### src/rtl/byte_core_pkg.sv
package byte_core_pkg;

    localparam int WORD_W = 8;
    localparam int OPC_W  = 4;
    localparam int SEL_W  = 2;
    localparam int NREG   = 1 << SEL_W;
    localparam int INS_W  = OPC_W + 2 * SEL_W;
    localparam int VIEW_W = NREG * WORD_W;

    typedef logic [WORD_W-1:0] word_t;
    typedef logic [SEL_W-1:0]  sel_t;
    typedef logic [OPC_W-1:0]  opc_t;
    typedef logic [INS_W-1:0]  ins_t;

    localparam opc_t OPC_ADD = 4'hA;
    localparam opc_t OPC_SUB = 4'hB;
    localparam opc_t OPC_XOR = 4'hC;
    localparam opc_t OPC_MOV = 4'hD;
    localparam opc_t OPC_CMP = 4'hE;

    typedef enum logic [2:0] {
        K_NOP, K_ADD, K_SUB, K_XOR, K_NOT, K_MOV, K_CMP, K_IMM
    } kind_e;

    typedef enum logic {
        ST_OPC,
        ST_IMM
    } seq_e;

    typedef struct packed {
        kind_e kind;
        sel_t  dst;
        sel_t  src;
        logic  busy;
    } dec_t;

    typedef struct packed {
        kind_e kind;
        sel_t  dst;
        sel_t  src;
        word_t imm;
    } pend_t;

    function automatic dec_t decode_byte(input ins_t b);
        dec_t d;
        opc_t op;
        op     = b[INS_W-1 -: OPC_W];
        d.dst  = b[2*SEL_W-1 -: SEL_W];
        d.src  = b[SEL_W-1:0];
        d.kind = K_NOP;
        unique case (op)
            OPC_ADD: d.kind = K_ADD;
            OPC_SUB: d.kind = (d.dst == d.src) ? K_NOT : K_SUB;
            OPC_XOR: d.kind = K_XOR;
            OPC_MOV: d.kind = (d.dst == d.src) ? K_IMM : K_MOV;
            OPC_CMP: d.kind = K_CMP;
            default: d.kind = K_NOP;
        endcase
        d.busy = (d.kind != K_NOP) && (d.kind != K_IMM);
        return d;
    endfunction

endpackage

### src/rtl/byte_decoder.sv
module byte_decoder
    import byte_core_pkg::*;
(
    input  ins_t ins,
    output dec_t dec
);

    always_comb begin
        dec = decode_byte(ins);
    end


    always_comb begin
        if (dec.kind == K_IMM) begin
            imm_same_sel_chk: assert (ins[2*SEL_W-1 -: SEL_W] == ins[SEL_W-1:0]);
        end
    end

endmodule

### src/rtl/byte_alu.sv
module byte_alu
    import byte_core_pkg::*;
(
    input  kind_e kind,
    input  word_t opa,
    input  word_t opb,
    input  word_t imm,
    output word_t result,
    output logic  res_zero,
    output logic  wr_reg,
    output logic  wr_flag
);

    always_comb begin
        result  = '0;
        wr_reg  = 1'b0;
        wr_flag = 1'b0;
        unique case (kind)
            K_ADD: begin result = opa + opb; wr_reg = 1'b1; wr_flag = 1'b1; end
            K_SUB: begin result = opa - opb; wr_reg = 1'b1; wr_flag = 1'b1; end
            K_XOR: begin result = opa ^ opb; wr_reg = 1'b1; wr_flag = 1'b1; end
            K_NOT: begin result = ~opa;      wr_reg = 1'b1; wr_flag = 1'b1; end
            K_MOV: begin result = opb;       wr_reg = 1'b1; end
            K_CMP: begin result = opa - opb; wr_flag = 1'b1; end
            K_IMM: begin result = imm;       wr_reg = 1'b1; end
            default: begin result = '0; end
        endcase
        res_zero = (result == '0);
    end


    always_comb begin
        if (kind == K_ADD) begin
            add_inverse_chk: assert (word_t'(result - opb) == opa);
        end
    end


    always_comb begin
        if (kind == K_SUB) begin
            sub_inverse_chk: assert (word_t'(result + opb) == opa);
        end
    end


    always_comb begin
        if (kind == K_CMP) begin
            cmp_equal_chk: assert (res_zero == (opa == opb));
        end
    end

endmodule

### src/rtl/byte_regfile.sv
module byte_regfile
    import byte_core_pkg::*;
(
    input  logic              clk,
    input  logic              rst,
    input  logic              we,
    input  sel_t              waddr,
    input  word_t             wdata,
    input  sel_t              raddr_a,
    input  sel_t              raddr_b,
    output word_t             rdata_a,
    output word_t             rdata_b,
    output logic [VIEW_W-1:0] view
);

    word_t q [NREG];

    for (genvar i = 0; i < NREG; i++) begin : g_reg
        always_ff @(posedge clk) begin
            if (rst) begin
                q[i] <= '0;
            end else if (we && waddr == sel_t'(i)) begin
                q[i] <= wdata;
            end
        end
        assign view[i*WORD_W +: WORD_W] = q[i];
    end

    assign rdata_a = q[raddr_a];
    assign rdata_b = q[raddr_b];

    word_t            q_prev [NREG];
    logic             prev_ok;
    logic [NREG-1:0]  chg;

    for (genvar i = 0; i < NREG; i++) begin : g_prev
        always_ff @(posedge clk) begin
            if (rst) q_prev[i] <= '0;
            else     q_prev[i] <= q[i];
        end
        assign chg[i] = (q[i] != q_prev[i]);
    end

    always_ff @(posedge clk) begin
        if (rst) prev_ok <= 1'b0;
        else     prev_ok <= 1'b1;
    end


    single_dest_chk: assert property (@(posedge clk) disable iff (rst)
        prev_ok |-> ($countones(chg) <= 1));

endmodule

### src/rtl/byte_reg_core.sv
module byte_reg_core
    import byte_core_pkg::*;
(
    input  logic                     clk,
    input  logic                     rst,
    input  logic                     ins_valid,
    input  logic [INS_W-1:0]         ins_byte,
    output logic                     ins_ready,
    output logic [NREG*WORD_W-1:0]   reg_view,
    output logic                     zero_flag
);

    seq_e  state;
    sel_t  imm_dst;
    pend_t pend;
    logic  pend_v;
    logic  zf;
    logic  acc;
    dec_t  dec;

    word_t rd_a;
    word_t rd_b;
    word_t alu_res;
    logic  alu_zero;
    logic  alu_wr_reg;
    logic  alu_wr_flag;

    assign ins_ready = !pend_v;
    assign acc       = ins_valid && ins_ready;
    assign zero_flag = zf;

    byte_decoder u_dec (
        .ins (ins_byte),
        .dec (dec)
    );

    byte_alu u_alu (
        .kind     (pend.kind),
        .opa      (rd_a),
        .opb      (rd_b),
        .imm      (pend.imm),
        .result   (alu_res),
        .res_zero (alu_zero),
        .wr_reg   (alu_wr_reg),
        .wr_flag  (alu_wr_flag)
    );

    byte_regfile u_rf (
        .clk     (clk),
        .rst     (rst),
        .we      (pend_v && alu_wr_reg),
        .waddr   (pend.dst),
        .wdata   (alu_res),
        .raddr_a (pend.dst),
        .raddr_b (pend.src),
        .rdata_a (rd_a),
        .rdata_b (rd_b),
        .view    (reg_view)
    );

    always_ff @(posedge clk) begin
        if (rst) begin
            state   <= ST_OPC;
            imm_dst <= '0;
            pend    <= '0;
            pend_v  <= 1'b0;
            zf      <= 1'b0;
        end else begin
            pend_v <= 1'b0;
            if (pend_v && alu_wr_flag) begin
                zf <= alu_zero;
            end
            if (acc) begin
                if (state == ST_IMM) begin
                    pend.kind <= K_IMM;
                    pend.dst  <= imm_dst;
                    pend.src  <= imm_dst;
                    pend.imm  <= ins_byte;
                    pend_v    <= 1'b1;
                    state     <= ST_OPC;
                end else if (dec.kind == K_IMM) begin
                    imm_dst <= dec.dst;
                    state   <= ST_IMM;
                end else if (dec.busy) begin
                    pend.kind <= dec.kind;
                    pend.dst  <= dec.dst;
                    pend.src  <= dec.src;
                    pend.imm  <= '0;
                    pend_v    <= 1'b1;
                end
            end
        end
    end


    wb_stall_chk: assert property (@(posedge clk) disable iff (rst)
        (acc && state == ST_OPC && dec.busy) |=> !ins_ready);


    stall_one_cycle_chk: assert property (@(posedge clk) disable iff (rst)
        !ins_ready |=> ins_ready);


    imm_wait_chk: assert property (@(posedge clk) disable iff (rst)
        (acc && state == ST_OPC && dec.kind == K_IMM) |=> (state == ST_IMM && ins_ready));


    nop_quiet_chk: assert property (@(posedge clk) disable iff (rst)
        (acc && state == ST_OPC && dec.kind == K_NOP)
        |=> (ins_ready && $stable(zero_flag) && $stable(reg_view)));

endmodule

### config.mk
export PLATFORM = sky130hd
export DESIGN_NAME = byte_reg_core
export DESIGN_NICKNAME = d
export VERILOG_FILES = /design/src/rtl/byte_core_pkg.sv /design/src/rtl/byte_decoder.sv /design/src/rtl/byte_alu.sv /design/src/rtl/byte_regfile.sv /design/src/rtl/byte_reg_core.sv
export SDC_FILE = /design/constraint.sdc
export NUM_CORES = 1
export LEC_CHECK = 0
export CAP_MARGIN = 0
export CORE_ASPECT_RATIO = 1.25
export CORE_MARGIN = 2
export CORE_UTILIZATION = 55
export CTS_BUF_LIST = sky130_fd_sc_hd__clkbuf_8
export CTS_CLUSTER_DIAMETER = 200
export DETAILED_ROUTE_END_ITERATION = 8
export DONT_BUFFER_PORTS = 1
export GPL_ROUTABILITY_DRIVEN = 0
export PLACE_DENSITY = 0.7
export SLEW_MARGIN = 0
export SYNTH_ARGS = -nofsm -noshare
export SYNTH_HDL_FRONTEND = slang
export SYNTH_SLANG_ARGS = --single-unit
### constraint.sdc
create_clock -name clk -period 4.6 [get_ports clk]
set_input_delay 0.92 -clock clk [delete_from_list [all_inputs] [get_ports clk]]
set_output_delay 0.92 -clock clk [all_outputs]
set_load 0.01 [all_outputs]
Word level (Yosys, flattened, before mapping)
Memory sizes are Yosys's and may differ from the RTL's. A register that Yosys moved wholly into a read port is not among the register bits. Cells that the tools add are included.

Memories kept: 1. Register bits after elaboration: 20. Input bits: 11. Word-level logic and storage cells: 93. Output and inout bits: 34. RAM bits: 32.

Memory list: u_rf.q (words 4, width 8, read ports 6, clocked after Yosys merged registers in 2, wr ports 4, line byte_regfile.sv:16) `word_t q [NREG];`.

$add $sub $neg: 2. Mux-type cells: 36. Bitwise operators: 8. Reduce and logical (&&, ||, !) cells: 19. Equality and inequality tests: 19.

Operator list (number): one-hot mux 8 bit (6 select lines) (1); 2-to-1 mux 15 bit (3); 2-to-1 mux 8 bit (4); 2-to-1 mux 1 bit (21); equality test 4 bit, second input constant (5); equality test 3 bit, second input constant (5); one-hot mux 3 bit (5 select lines) (1); 2-to-1 mux 2 bit (5); adder 8 bit (1); logical AND 1 bit (8); logical NOT 8 bit (1); inverter 8 bit (1); subtractor 8 bit (1); bitwise XOR 8 bit (1); equality test 3 x 2 -> 1 bit, second input constant (2); AND reduction 3 bit (2); OR reduction 6 bit (1); OR reduction 5 bit (1); equality test 2 bit, second input constant (2); bitwise OR 1 bit (4); OR reduction 2 bit (2); equality test 3 x 1 -> 1 bit, second input constant (1); 2-to-1 mux 3 bit (1); != test 3 bit, second input constant (1); 8 further kinds (9).

Longest topological paths before layout
Word-level depth: 10. Gate-level depth with buffers: 14. Mapped depth without buffers: 13.

Cells and area by module
A second synthesis with hierarchy kept.

Cells, all modules: 369. Area, all modules: 3657.3 µm².

By module, submodules not included: byte_regfile (cells each 106, instances 1, sequential area each 960.9 µm², area each 1614.0 µm²); byte_alu (cells each 141, instances 1, sequential area each 0.0 µm², area each 949.7 µm²); byte_reg_core (cells each 100, instances 1, sequential area each 400.4 µm², area each 942.2 µm²); byte_decoder (cells each 22, instances 1, sequential area each 0.0 µm², area each 151.4 µm²).

Worst setup path after synthesis
No wires, ideal clock.

Path type: reg-to-reg. Start: reg (tool-made name). End: reg zf, in the netlist zero_flag. Setup time: 60 ps. Arrival: 3374 ps. Setup slack: 1167 ps. Path buffers: 1. Stages on the path, launching flop included: 15. Data required time: 4540 ps. Clock period less this slack: 3433 ps. Cells stage by stage: dfxtp_1 -> buf_6 -> mux4_2 -> inv_1 -> ha_1 -> nand2b_1 -> o21ai_0 -> xor2_1 -> ha_1 -> and2_1 -> a221oi_1 -> nand3b_1 -> a311oi_1 -> and3_1 -> a41o_1.

RTL lines: end signal, assigned (line byte_reg_core.sv:71) `zf <= alu_zero;`; end, declared (line byte_reg_core.sv:17) `logic zf;`.

==> metrics.md <==
| Metric | Value |
|---|---|
| Status | complete, no violations |
| Final Slew Violations | 0 |
| Setup TNS | 0 ns |
| Die width | 73.9 um |
| Hold_sp | pend[5] |
| Root buf cell | clkbuf_8 |
| Pre-Repair DR Iteration Count | 4 |
| Clk_skew | 0.0142 ns |
| DP HPWL | 6410 um |
| Mean Syn Cell Area | 10.4 um2 |
| Share of cells above drive strength 1 | 11.2% |
| Pleak | 0.00125 uW |
| CTS buffer count | 5 |
| Drt initial violations | 279 |
| Number of flops mapped to enable cells by yosys | 32 |
| Maximum clock rate | 249 MHz |
| Pin count of the biggest net entering global routing | 18 |
| Final net count | 341 |
| CP Buf/Inv Count | 1 |
| Yosys Warn Count | 0 |
| RSZ-0062 raised after global routing | false |
| Logic pwr share | 25.2% |
| Kind of critical path | register to register |
| Filler cell count | 520 |
| Clk buf depth | 2 |
| CP endpoint kind | register |
| Die footprint | 6750 um2 |
| WL met3 | 502 um |
| Mapped Area | 3360 um2 |
| Tot Pwr | 1110 uW |
| Clock share of power | 22.9% |
| Initial antenna violation count | 0 |
| IO buf count | 0 |
| First-pass GRT wire length | 13200 um |
| Most frequent cell after synthesis | nor2_1 |
| Drt wl/cell | 20.3 um |
| Via count | 2563 |
| Reg clk slew, reported paths | 0.10 ns |
| Final Hold Fails | 0 |
| Main synth FF type | edfxtp_1 |
| Max_cap viols | 0 |
| Final worst path period share | 87.3% |
| Antenna Nets Post-Route | 0 |
| Initial Utilization | 57.3% |
| DR WL met2 | 4110 um |
| Top Layer Used | met4 |
| Total global-route track usage | 26.2% |
| Crit-path max cell delay | 0.66 ns |
| Detailed Route WL | 8220 um |
| WP data arrival | 4.27 ns |
| Int Power | 773 uW |
| Slew @ Worst Pin | 0.886 ns |
| Mapped Cells | 322 |
| Ant diodes | 0 |
| Net Switching | 336 uW |
| Vias/cell | 6.34 |
| Relative slew slack | 40.5% |
| Sequential cell area | 1440 um2 |
| Ys async rst share | 0% |
| Crit-path slowest cell | a311oi_1 |
| CP delay by family, top | compound AO/OA/AOI/OAI gates |
| Clk_lat worst skew | 0.31 ns |
| Synth area leader | edfxtp_1 |
| Netlist cell types | 59 |
| H-Tree Depth | 2 |
| Synth cell count leaders | 52 x nor2_1, 32 x edfxtp_1, 24 x dfxtp_1 |
| Syn Nets | 342 |
| Sink Count | 56 |
| Worst IR Drop VDD | 311 uV |
| Period minus WS final | 4.02 ns |
| Total congestion overflow | 0 |
| Cts hold-fix bufs | 0 |
| Post-CTS Setup Inserts | 0 |
| Setup Viol. Count Final | 0 |
| I/O pins | 45 |
| Vias in the first global route | 2471 |
| Switching share of power | 30.3% |
| Top cell type's share of synthesized area | 28.6% |
| Met1 WL | 3410 um |
| TritonCTS clock tree | yes |
| Worst EP required | 4.86 ns |
| Seq cells post-synth | 56 |
| Multi-input logic area | 1800 um2 |
| Remaining DRCs | 0 |
| # resized after CTS | 0 |
| Synth area leaders | edfxtp_1 29%, dfxtp_1 14%, mux4_2 11%, nor2_1 5.8%, ha_1 3.0% |
| CORE AREA | 5860 um2 |
| Hold Crit Class | register to register |
| Crit start category | register |
| Crit path max fanout | 5 |
| Seq/Total Area, Yosys | 42.9% |
| # rows | 31 |
| Synth-to-Final Area Change | 5.07% |
| Pwr dens | 314 nW/um2 |
| Sequential share of power | 51.9% |
| CP Cell Sequence | buf_4 -> mux4_2 -> nand2b_1 -> o21ai_0 -> xor2_1 -> ha_1 -> and2_1 -> a221oi_1 -> nand3b_1 -> a311oi_1 -> and3_1 -> a41o_1 |
| Die Ht | 91.4 um |
-- state kept, by name, summed over array words and instances, names as in the netlist, named ones only --
register,count
u_rf.q,32
pend_v,1
state,1
pend,15
imm_dst,2
zero_flag,1
-- worst paths after layout --
| path | end | slack [ns] | depth (start not counted) |
|---|---|---|---|
| worst min register to register | pend[5] | 0.50 | 1 |
| worst max-delay path | zero_flag | 0.58 | 12 |
| worst min-delay path | pend[5] | 0.50 | 1 |
| worst max register to register | zero_flag | 0.58 | 12 |
-- per-layer routing --
metal	up-vias	global-route usage, %
met3	17	6.33
met4	0	9.09
met2	76	41.1
met1	1255	35.2
li1	1215	-
met5	-	0
-- power groups by stage --
stage	registers, uW	logic [uW]	clock network [uW]
after floorplan	571	232	0
after global placement	587	270	0
after detailed placement	588	274	0
after CTS	577	277	260
after global routing	580	310	278
final	576	279	254
-- cells by family after synthesis --
logic type,share of synthesized area (%)
adders and majority gates,3.58
AOI/OAI and AO/OA,18.1
DFF,42.9
xor gates and xnor gates,4.17
and+or+nand+nor,14.2
buffers and inverters,3.50
muxes,13.5
-- per-stage QoR --
stage               instance area (um2)  util (%)  instances  hold WS, ns  setup WS [ns]
finish                             3530      60.2        404        0.496          0.583
global route                       3530      60.2        404        0.509          0.256
CTS                                3530      60.2        404        0.497          0.625
detailed placement                 3440      58.8        396        0.476          0.648
global placement                   3440      58.8        396        0.464          0.714
floorplan                          3360         -        322        0.435           1.17
-- area by class of cell --
class                      count  area share (%)
multi-input combinational    237            51.0
sequential                    56            40.9
tap                           82            2.91
clock buffer                   5            1.95
inverter                      15            1.60
timing repair buffer           6            1.28
clock inverter                 3           0.426
-- cells in the final DEF (no fill, tap or decap), types with 5 or more instances in the layout --
master / n
o22ai_1: 6
ha_1: 8
nand3_1: 7
nor2_1: 52
buf_4: 6
xor2_1: 9
edfxtp_1: 32
xnor2_1: 7
nand2_1: 16
a21oi_1: 16
mux2i_1: 8
o21ai_0: 10
dfxtp_1: 24
mux4_2: 16
clkbuf_8: 5
nand2b_1: 7
a22o_1: 8
a211oi_1: 7
inv_1: 15
Power figures use the tool's default switching activity.
